[config.mk]
export PLATFORM = sky130hd
export DESIGN_NAME = dma_chan_ctrl
export DESIGN_NICKNAME = d
export VERILOG_FILES = /design/src/rtl/dmac_pkg.sv /design/src/rtl/chan_cfg_regs.sv /design/src/rtl/chan_fifo_track.sv /design/src/rtl/chan_seq.sv /design/src/rtl/dma_chan_ctrl.sv
export SDC_FILE = /design/constraint.sdc
export NUM_CORES = 1
export LEC_CHECK = 0
export BUFFER_PORTS_ARGS = -buffer_cell sky130_fd_sc_hd__buf_4
export CORE_ASPECT_RATIO = 0.7
export CORE_UTILIZATION = 27
export CTS_BUF_LIST = sky130_fd_sc_hd__clkbuf_16
export DETAILED_ROUTE_END_ITERATION = 6
export MAX_ROUTING_LAYER = met4
export PLACE_DENSITY = 0.76
export SYNTH_ARGS = -nofsm -noshare
export SYNTH_HDL_FRONTEND = slang
export SYNTH_SLANG_ARGS = --single-unit
[constraint.sdc]
create_clock -name clk -period 2 [get_ports clk]
set_input_delay 0.2 -clock clk [delete_from_list [all_inputs] [get_ports clk]]
set_output_delay 0.2 -clock clk [all_outputs]
set_load 0.005 [all_outputs]
[src/rtl/dmac_pkg.sv]
package dmac_pkg;

    localparam int REG_W        = 32;
    localparam int CFG_EN_BIT   = 0;
    localparam int CFG_LOCK_BIT = 1;
    localparam int CFG_HALT_BIT = 2;
    localparam int CFG_ACT_BIT  = 17;
    localparam int CTL_IRQ_BIT  = 31;
    localparam int PROT_W       = 3;
    localparam int CTL_PROT_LSB = 28;

    typedef enum logic [1:0] {
        ST_IDLE  = 2'd0,
        ST_RUN   = 2'd1,
        ST_STOP  = 2'd2,
        ST_FLUSH = 2'd3
    } chan_st_e;

    typedef struct packed {
        logic halt;
        logic lock;
    } cfg_t;

    typedef struct packed {
        logic              irq_en;
        logic [PROT_W-1:0] prot;
    } ctl_t;

    function automatic ctl_t ctl_decode(input logic [REG_W-1:0] w);
        ctl_t c;
        c.irq_en = w[CTL_IRQ_BIT];
        c.prot   = w[CTL_PROT_LSB +: PROT_W];
        return c;
    endfunction

    function automatic cfg_t cfg_decode(input logic [REG_W-1:0] w);
        cfg_t c;
        c.halt = w[CFG_HALT_BIT];
        c.lock = w[CFG_LOCK_BIT];
        return c;
    endfunction

    function automatic logic [REG_W-1:0] cfg_pack(input logic en, input logic act,
                                                  input cfg_t c);
        logic [REG_W-1:0] w;
        w = '0;
        w[CFG_EN_BIT]   = en;
        w[CFG_LOCK_BIT] = c.lock;
        w[CFG_HALT_BIT] = c.halt;
        w[CFG_ACT_BIT]  = act;
        return w;
    endfunction

endpackage

[src/rtl/chan_cfg_regs.sv]
module chan_cfg_regs
    import dmac_pkg::*;
(
    input  logic             clk,
    input  logic             rst,
    input  logic             cfg_we,
    input  logic [REG_W-1:0] cfg_wdata,
    input  logic             ctl_we,
    input  logic [REG_W-1:0] ctl_wdata,
    input  logic             lli_load,
    input  logic [REG_W-1:0] lli_ctl,
    input  logic             tc_evt,
    input  logic             err_evt,
    input  logic             clr_stb,
    output cfg_t             cfg_q,
    output ctl_t             ctl_q,
    output logic             tc_flag,
    output logic             err_q
);

    always_ff @(posedge clk) begin
        if (rst) begin
            cfg_q   <= '0;
            ctl_q   <= '0;
            tc_flag <= 1'b0;
            err_q   <= 1'b0;
        end else begin
            if (cfg_we)
                cfg_q <= cfg_decode(cfg_wdata);
            if (ctl_we)
                ctl_q <= ctl_decode(ctl_wdata);
            else if (lli_load)
                ctl_q <= ctl_decode(lli_ctl);
            if (tc_evt && ctl_q.irq_en)
                tc_flag <= 1'b1;
            else if (clr_stb)
                tc_flag <= 1'b0;
            if (err_evt)
                err_q <= 1'b1;
            else if (clr_stb)
                err_q <= 1'b0;
        end
    end

endmodule

[src/rtl/chan_fifo_track.sv]
module chan_fifo_track #(
    parameter int DEPTH = 8
) (
    input  logic clk,
    input  logic rst,
    input  logic push,
    input  logic pop,
    input  logic flush,
    output logic active
);

    localparam int CNT_W = $clog2(DEPTH + 1);
    localparam logic [CNT_W-1:0] FULL = CNT_W'(DEPTH);

    logic [CNT_W-1:0] cnt_q;

    always_ff @(posedge clk) begin
        if (rst || flush) begin
            cnt_q <= '0;
        end else if (push && !pop && cnt_q != FULL) begin
            cnt_q <= cnt_q + 1'b1;
        end else if (pop && !push && cnt_q != '0) begin
            cnt_q <= cnt_q - 1'b1;
        end
    end

    assign active = (cnt_q != '0);

endmodule

[src/rtl/chan_seq.sv]
module chan_seq
    import dmac_pkg::*;
(
    input  logic     clk,
    input  logic     rst,
    input  logic     cfg_we,
    input  logic     en_wr,
    input  logic     beat_busy,
    input  logic     auto_stop,
    output chan_st_e state,
    output logic     en,
    output logic     flush
);

    chan_st_e nxt;
    logic     stop_req;

    assign stop_req = (cfg_we && !en_wr) || auto_stop;

    always_comb begin
        nxt = state;
        unique case (state)
            ST_IDLE:  if (cfg_we && en_wr) nxt = ST_RUN;
            ST_RUN:   if (stop_req) nxt = beat_busy ? ST_STOP : ST_FLUSH;
            ST_STOP:  if (!beat_busy) nxt = ST_FLUSH;
            ST_FLUSH: nxt = ST_IDLE;
            default:  nxt = ST_IDLE;
        endcase
    end

    always_ff @(posedge clk) begin
        if (rst) state <= ST_IDLE;
        else     state <= nxt;
    end

    assign en    = (state == ST_RUN) || (state == ST_STOP);
    assign flush = (state == ST_FLUSH);

endmodule

[src/rtl/dma_chan_ctrl.sv]
module dma_chan_ctrl
    import dmac_pkg::*;
#(
    parameter int DEPTH = 8
) (
    input  logic                 clk,
    input  logic                 rst,
    input  logic                 cfg_we,
    input  logic [REG_W-1:0]     cfg_wdata,
    input  logic                 ctl_we,
    input  logic [REG_W-1:0]     ctl_wdata,
    input  logic                 lli_load,
    input  logic [REG_W-1:0]     lli_ctl,
    input  logic                 clr_stb,
    input  logic                 periph_req,
    input  logic                 beat_busy,
    input  logic                 fifo_push,
    input  logic                 fifo_pop,
    input  logic                 lli_last_done,
    input  logic                 xfer_done,
    input  logic                 xfer_err,
    output logic [REG_W-1:0]     cfg_rdata,
    output logic                 en_o,
    output logic                 halt_o,
    output logic                 active_o,
    output logic                 req_ack,
    output logic                 fifo_flush,
    output logic [PROT_W-1:0]    bus_prot,
    output logic                 bus_lock,
    output logic                 tc_irq,
    output logic                 err_flag
);

    cfg_t     cfg_q;
    ctl_t     ctl_q;
    chan_st_e seq_state;
    logic     tc_flag;
    logic     running;
    logic     done_evt;

    assign running  = (seq_state == ST_RUN);
    assign done_evt = xfer_done || lli_last_done;

    chan_cfg_regs u_regs (
        .clk       (clk),
        .rst       (rst),
        .cfg_we    (cfg_we),
        .cfg_wdata (cfg_wdata),
        .ctl_we    (ctl_we),
        .ctl_wdata (ctl_wdata),
        .lli_load  (lli_load),
        .lli_ctl   (lli_ctl),
        .tc_evt    (done_evt && running),
        .err_evt   (xfer_err && en_o),
        .clr_stb   (clr_stb),
        .cfg_q     (cfg_q),
        .ctl_q     (ctl_q),
        .tc_flag   (tc_flag),
        .err_q     (err_flag)
    );

    chan_seq u_seq (
        .clk       (clk),
        .rst       (rst),
        .cfg_we    (cfg_we),
        .en_wr     (cfg_wdata[CFG_EN_BIT]),
        .beat_busy (beat_busy),
        .auto_stop (done_evt || xfer_err),
        .state     (seq_state),
        .en        (en_o),
        .flush     (fifo_flush)
    );

    chan_fifo_track #(.DEPTH(DEPTH)) u_fifo (
        .clk    (clk),
        .rst    (rst),
        .push   (fifo_push),
        .pop    (fifo_pop),
        .flush  (fifo_flush),
        .active (active_o)
    );

    assign halt_o    = cfg_q.halt;
    assign bus_lock  = cfg_q.lock;
    assign bus_prot  = ctl_q.prot;
    assign req_ack   = periph_req && running && !cfg_q.halt;
    assign tc_irq    = tc_flag && ctl_q.irq_en;
    assign cfg_rdata = cfg_pack(en_o, active_o, cfg_q);

endmodule

==> out/summary.txt, run 1 <==
Die Area: 0.004255 mm^2
Cell area after layout: 0.001388 mm^2
Routed len/inst: 9.805 um
TNS Setup: 0 ns
Max Transition Viols Final: 0
Clk buf depth: 2
Placed Area: 0.001297 mm^2
Cell Pwr Density: 1191 mW/mm^2
Synthesized instance count: 128
VDD IR max: 0.4681 mV
Post-detailed-routing wire length: 2108 um
Synth Register Bits: 14
WHS Path Cells: 3
Die Ht: 54.88 um
First-pass GRT wire length: 3077 um
Crit path DAT: 1.97 ns
Critical path required time: 2.13 ns
DRC: 0
CP endpoint kind: register
Kind of critical path: register to register
Critical path launch point type: register
CTS tree: built
Final nets: 284
Distinct cells, synth: 28
CP max FO: 3
# diodes: 0
Antenna Violating Nets Remaining: 0
# IOs: 152
Worst-Skew Late Latency: 0.24 ns
Initial core utilization: 29.38%
Area Overhead vs Synth: 28.65%
CTS buffer count: 3
Avg Synthesized Cell Area: 8.426 um^2
Fin crit share: 91.78%
R2R depth: 9
Most common cell after layout, fill and taps aside: buf_4
Drt pass-1 iters: 3
Initial drt markers: 36
DR vias: 817
Routed vias/inst: 3.800
Die Width: 77.54 um
Largest net degree at the start of global routing: 16
GRT Overall Usage: 9.958%
Crit-path cells: nor3_2 -> a21oi_2 -> inv_1 -> ha_1 -> a21o_1 -> a21oi_2 -> xor2_1 -> a21oi_1 -> a31o_1
Vias in the first global route: 674
Rows: 18
Clk sinks: 14
Max_cap viols: 0
Gp weighted congestion: 0.7755
Slowest CP cell: dfxtp_1
Commonest non-fill, non-tap cells in the layout: 45 x buf_4, 28 x conb_1, 16 x nor2_1
Hold_buf cts: 0
Final min period: 1.836 ns
CP dominant cell by count: a21oi_2
Clock skew: 0.001559 ns
Status: completed
LEAKAGE: 0.0006921 uW
Min Hold Slack: 0.1925 ns
Fraction of layout cells with a size suffix above 1: 32.12%
Worst path max stage delay: 0.33 ns
Fmax: 544.8 MHz
Detailed Place HPWL: 1712 um
Mapped Area: 0.001079 mm^2
Seq/Total Area, Yosys: 25.99%
H-tree depth: 1
Synthesis Warnings: 0
Core outline area: 0.003671 mm^2
Final hold violation count: 0
RSZ-0062 raised after global routing: false
Clk root buf: clkbuf_16
Initial antenna violation count: 0
Hold Crit Class: input pin to register
Clock slew at reported path FFs: 0.05 ns
Buffers on Ports: 38
Fillers: 367
Setup Viol. Count Final: 0
Grt ovf: 0
## area by class of cell
cell class                      instances  area (um^2)  area share (%)
Multi-Input combinational cell         98        613.1           44.18
Timing Repair Buffer                   45        337.8           24.35
Sequential cell                        14        280.3           20.20
Clock buffer                            3        75.07           5.410
Tap cell                               50        62.56           4.509
Inverter                                5        18.77           1.353
## flip-flops by register name, summed over array words and instances (netlist names)
| name | count |
|---|---|
| u_regs.err_q | 1 |
| u_seq.state | 2 |
| u_regs.tc_flag | 1 |
| u_fifo.cnt_q | 4 |
| u_regs.ctl_q | 4 |
| u_regs.cfg_q | 2 |
## cell families (layout without fill, tap and decap cells)
kind of cell | count (synthesis) | in the layout | share of synthesized area [%]
buffers and inverters | 43 | 53 | 27.26
AND/OR/NAND/NOR | 30 | 30 | 12.76
AO/OA/AOI/OAI | 20 | 20 | 13.11
flip-flops | 14 | 14 | 25.99
adder cells (fa/ha/maj) | 8 | 8 | 9.977
multiplexers | 7 | 7 | 6.497
XOR/XNOR | 5 | 5 | 4.060
other | 1 | 28 | 0.3477
## worst paths after layout
check	slack [ns]	end	startpoint
hold / removal	0.19	u_regs.ctl_q[2]	ctl_wdata[30]
setup reg to reg	0.16	u_fifo.cnt_q[3]	u_fifo.cnt_q[2]
hold reg to reg	0.46	u_regs.tc_flag	u_regs.tc_flag
setup / recovery	0.16	u_fifo.cnt_q[3]	u_fifo.cnt_q[2]
## cell usage after synthesis
cell type	number	area, um^2
and2_1	1	6.260
conb_1	1	3.750
nor3_2	1	10.01
o211ai_1	1	7.510
mux2i_1	7	70.07
inv_1	5	18.77
ha_1	7	87.58
a21oi_1	10	50.05
a22oi_1	1	7.510
dfxtp_1	14	280.3
clkbuf_1	2	7.510
fa_1	1	20.02
nand2_1	5	18.77
a31o_1	1	8.760
nor4b_1	1	8.760
xnor2_1	4	35.03
o21ai_0	1	5.000
nand2b_1	3	18.77
a2111oi_2	1	15.01
nor3_1	3	15.01
a21oi_4	1	16.27
a21boi_0	1	7.510
xor2_1	1	8.760
a21o_1	2	15.01
buf_4	35	262.8
a221oi_1	1	8.760
buf_2	1	5.000
nor2_1	16	60.06
## power breakdown
part | internal, uW | switching, uW | leakage (uW)
clock | 261 | 106 | 0.0000370
combinational | 472 | 396 | 0.000540
sequential | 352 | 66.9 | 0.000115
total | 1080 | 568 | 0.000692
## per-layer routing
metal	wire length [um]	track usage [%]	vias up
met5	0	-	-
met4	20	1.887	0
met3	65	3.167	2
met2	1023	16.08	16
met1	999	12.41	364
li1	-	-	435
## stage by stage
step / cells / util, % / setup WS (ns) / power, uW
6_report: 215 / 37.80 / 0.1645 / 1653
5_1_grt: 215 / 37.80 / 0.008370 / 1790
4_1_cts: 214 / 37.39 / 0.1056 / 1630
3_5_place_dp: 211 / 35.34 / 0.1007 / 1240
3_3_place_gp: 211 / 35.34 / 0.1172 / 1221
2_1_floorplan: 155 / - / 0.01045 / 990.9
## repair_timing
| action | 4_1_cts | 5_1_grt |
|---|---|---|
| gates resized for setup | 0 | 2 |
| buffers inserted | 0 | 1 |
| endpoints found under the setup margin | 0 | 1 |
## worst max-delay path: cells and delay by family (launching register included)
| kind | cells | cell delay (ns) |
|---|---|---|
| AOI/OAI and AO/OA | 5 | 0.69 |
| xor gates and xnor gates | 1 | 0.19 |
| adders and majority gates | 1 | 0.22 |
| buffers and inverters | 1 | 0.08 |
| DFF | 1 | 0.33 |
| and+or+nand+nor | 1 | 0.23 |
Note: power is estimated with default switching activity, not from simulation.
==> run 2: changes to the inputs <==
--- a/config.mk
+++ b/config.mk
@@ -10,7 +10,6 @@
 export CORE_UTILIZATION = 27
 export CTS_BUF_LIST = sky130_fd_sc_hd__clkbuf_16
 export DETAILED_ROUTE_END_ITERATION = 6
-export MAX_ROUTING_LAYER = met4
 export PLACE_DENSITY = 0.76
 export SYNTH_ARGS = -nofsm -noshare
 export SYNTH_HDL_FRONTEND = slang
==> run 2 against run 1 <==
Effect of this change:
- sequential power barely moved
- largest power group unchanged
- critical endpoint unchanged
- clock skew barely moved
- clock power barely moved
- first-iteration DRC count did not move
- core utilization did not move
- clock-buffer cell count did not move
==> out/summary.txt, run 2 (synthesis gave the netlist of run 1 again) <==
Clk sinks: 14
CP endpoint kind: register
Gp weighted congestion: 0.7653
Worst path max stage delay: 0.33 ns
Grt ovf: 0
Fillers: 367
CP top delay family: compound AO/OA/AOI/OAI gates
Kind of critical path: register to register
Area Overhead vs Synth: 28.65%
Crit-path cells: nor3_2 -> a21oi_2 -> inv_1 -> ha_1 -> a21o_1 -> a21oi_2 -> xor2_1 -> a21oi_1 -> a31o_1
First-pass GRT wire length: 3070 um
GRT Overall Usage: 9.662%
LEAKAGE: 0.0006921 uW
Core outline area: 0.003671 mm^2
Die Width: 77.54 um
# diodes: 0
Commonest non-fill, non-tap cells in the layout: 45 x buf_4, 28 x conb_1, 16 x nor2_1
Most common cell after layout, fill and taps aside: buf_4
Fin crit share: 92.37%
Hold Crit Class: input pin to register
CTS tree: built
VDD IR max: 0.4692 mV
DR vias: 823
DRC: 0
Die Ht: 54.88 um
CP Buf/Inv Count: 1
Critical path launch point type: register
RSZ-0062 raised after global routing: false
Fmax: 541.3 MHz
Overall power: 1654 uW
Worst-Skew Late Latency: 0.24 ns
Cell Pwr Density: 1192 mW/mm^2
Antenna Violating Nets Remaining: 0
Final hold violation count: 0
Routed vias/inst: 3.828
Max_cap viols: 0
Largest net degree at the start of global routing: 16
CP max FO: 3
Crit path DAT: 1.98 ns
Rows: 18
Final min period: 1.847 ns
Clock skew: 0.001515 ns
Inst Count DP: 211
Finished Layout Cells: 215
Clk buf depth: 2
Initial drt markers: 36
H-tree depth: 1
Detailed Place HPWL: 1712 um
Clk root buf: clkbuf_16
TNS Setup: 0 ns
Critical path required time: 2.13 ns
Setup Viol. Count Final: 0
Buffers on Ports: 38
Post-detailed-routing wire length: 2117 um
# IOs: 152
Initial core utilization: 29.38%
CP dominant cell by count: a21oi_2
Clock slew at reported path FFs: 0.05 ns
Vias in the first global route: 675
Initial antenna violation count: 0
Routed len/inst: 9.847 um
Status: completed
Drt pass-1 iters: 4
Slowest CP cell: dfxtp_1
Top Registers: u_fifo.cnt_q (4), u_regs.ctl_q (4)
Fraction of layout cells with a size suffix above 1: 32.12%
Die Area: 0.004255 mm^2
Final nets: 284
Max Transition Viols Final: 0
CTS buffer count: 3
Hold_buf cts: 0
[run 2: cell counts in the layout (fill, tap and decap cells not counted)]
No cell type changed its count.
[run 2: path summary, 6_finish.rpt]
check / slack (ns) / end / from / depth (start not counted)
setup / recovery: 0.15 / u_fifo.cnt_q[3] / u_fifo.cnt_q[2] / 9
setup reg to reg: 0.15 / u_fifo.cnt_q[3] / u_fifo.cnt_q[2] / 9
hold reg to reg: 0.46 / u_regs.tc_flag / u_regs.tc_flag / 2
hold / removal: 0.19 / u_regs.ctl_q[2] / ctl_wdata[30] / 3
[run 2: report_power, final]
| group | internal, uW | switching [uW] |
|---|---|---|
| clock | 261 | 107 |
| combinational | 472 | 396 |
| sequential | 351 | 66.6 |
[run 2: tightest hold or removal path: stages]
cell     delay [ns]
buf_4          0.08
a21oi_1        0.05
nor2_1         0.07
[run 2: metrics by stage]
step	utilization (%)	worst slack (ns)	hold slack [ns]	cell area, um^2
after floorplan	-	0.01045	0.2760	1180
after global placement	35.34	0.1172	0.4298	1297
after detailed placement	35.34	0.1007	0.4362	1297
after CTS	37.39	0.1056	0.1894	1373
after global routing	37.80	0.008370	0.1943	1388
final	37.80	0.1527	0.1917	1388
[run 2: area by class of cell]
cell class	instances	area [um^2]	area share [%]
timing repair buffer	45	337.8	24.35
inverter	5	18.77	1.353
multi-input combinational	98	613.1	44.18
tap	50	62.56	4.509
clock buffer	3	75.07	5.410
sequential	14	280.3	20.20
[run 2: layer usage]
| metal | track usage, % | routed length [um] | up-vias | part of all wire [%] |
|---|---|---|---|---|
| met2 | 16.08 | 1029 | 16 | 49 |
| met5 | 0 | 0 | - | 0 |
| li1 | - | - | 437 | - |
| met1 | 12.41 | 1011 | 368 | 48 |
| met3 | 3.167 | 66 | 2 | 3.1 |
| met4 | 1.887 | 10 | 0 | 0.47 |
[run 2: timing repair]
action	CTS	global route
resized for setup	0	2
buffers inserted	0	1
endpoints found under the setup margin	0	1
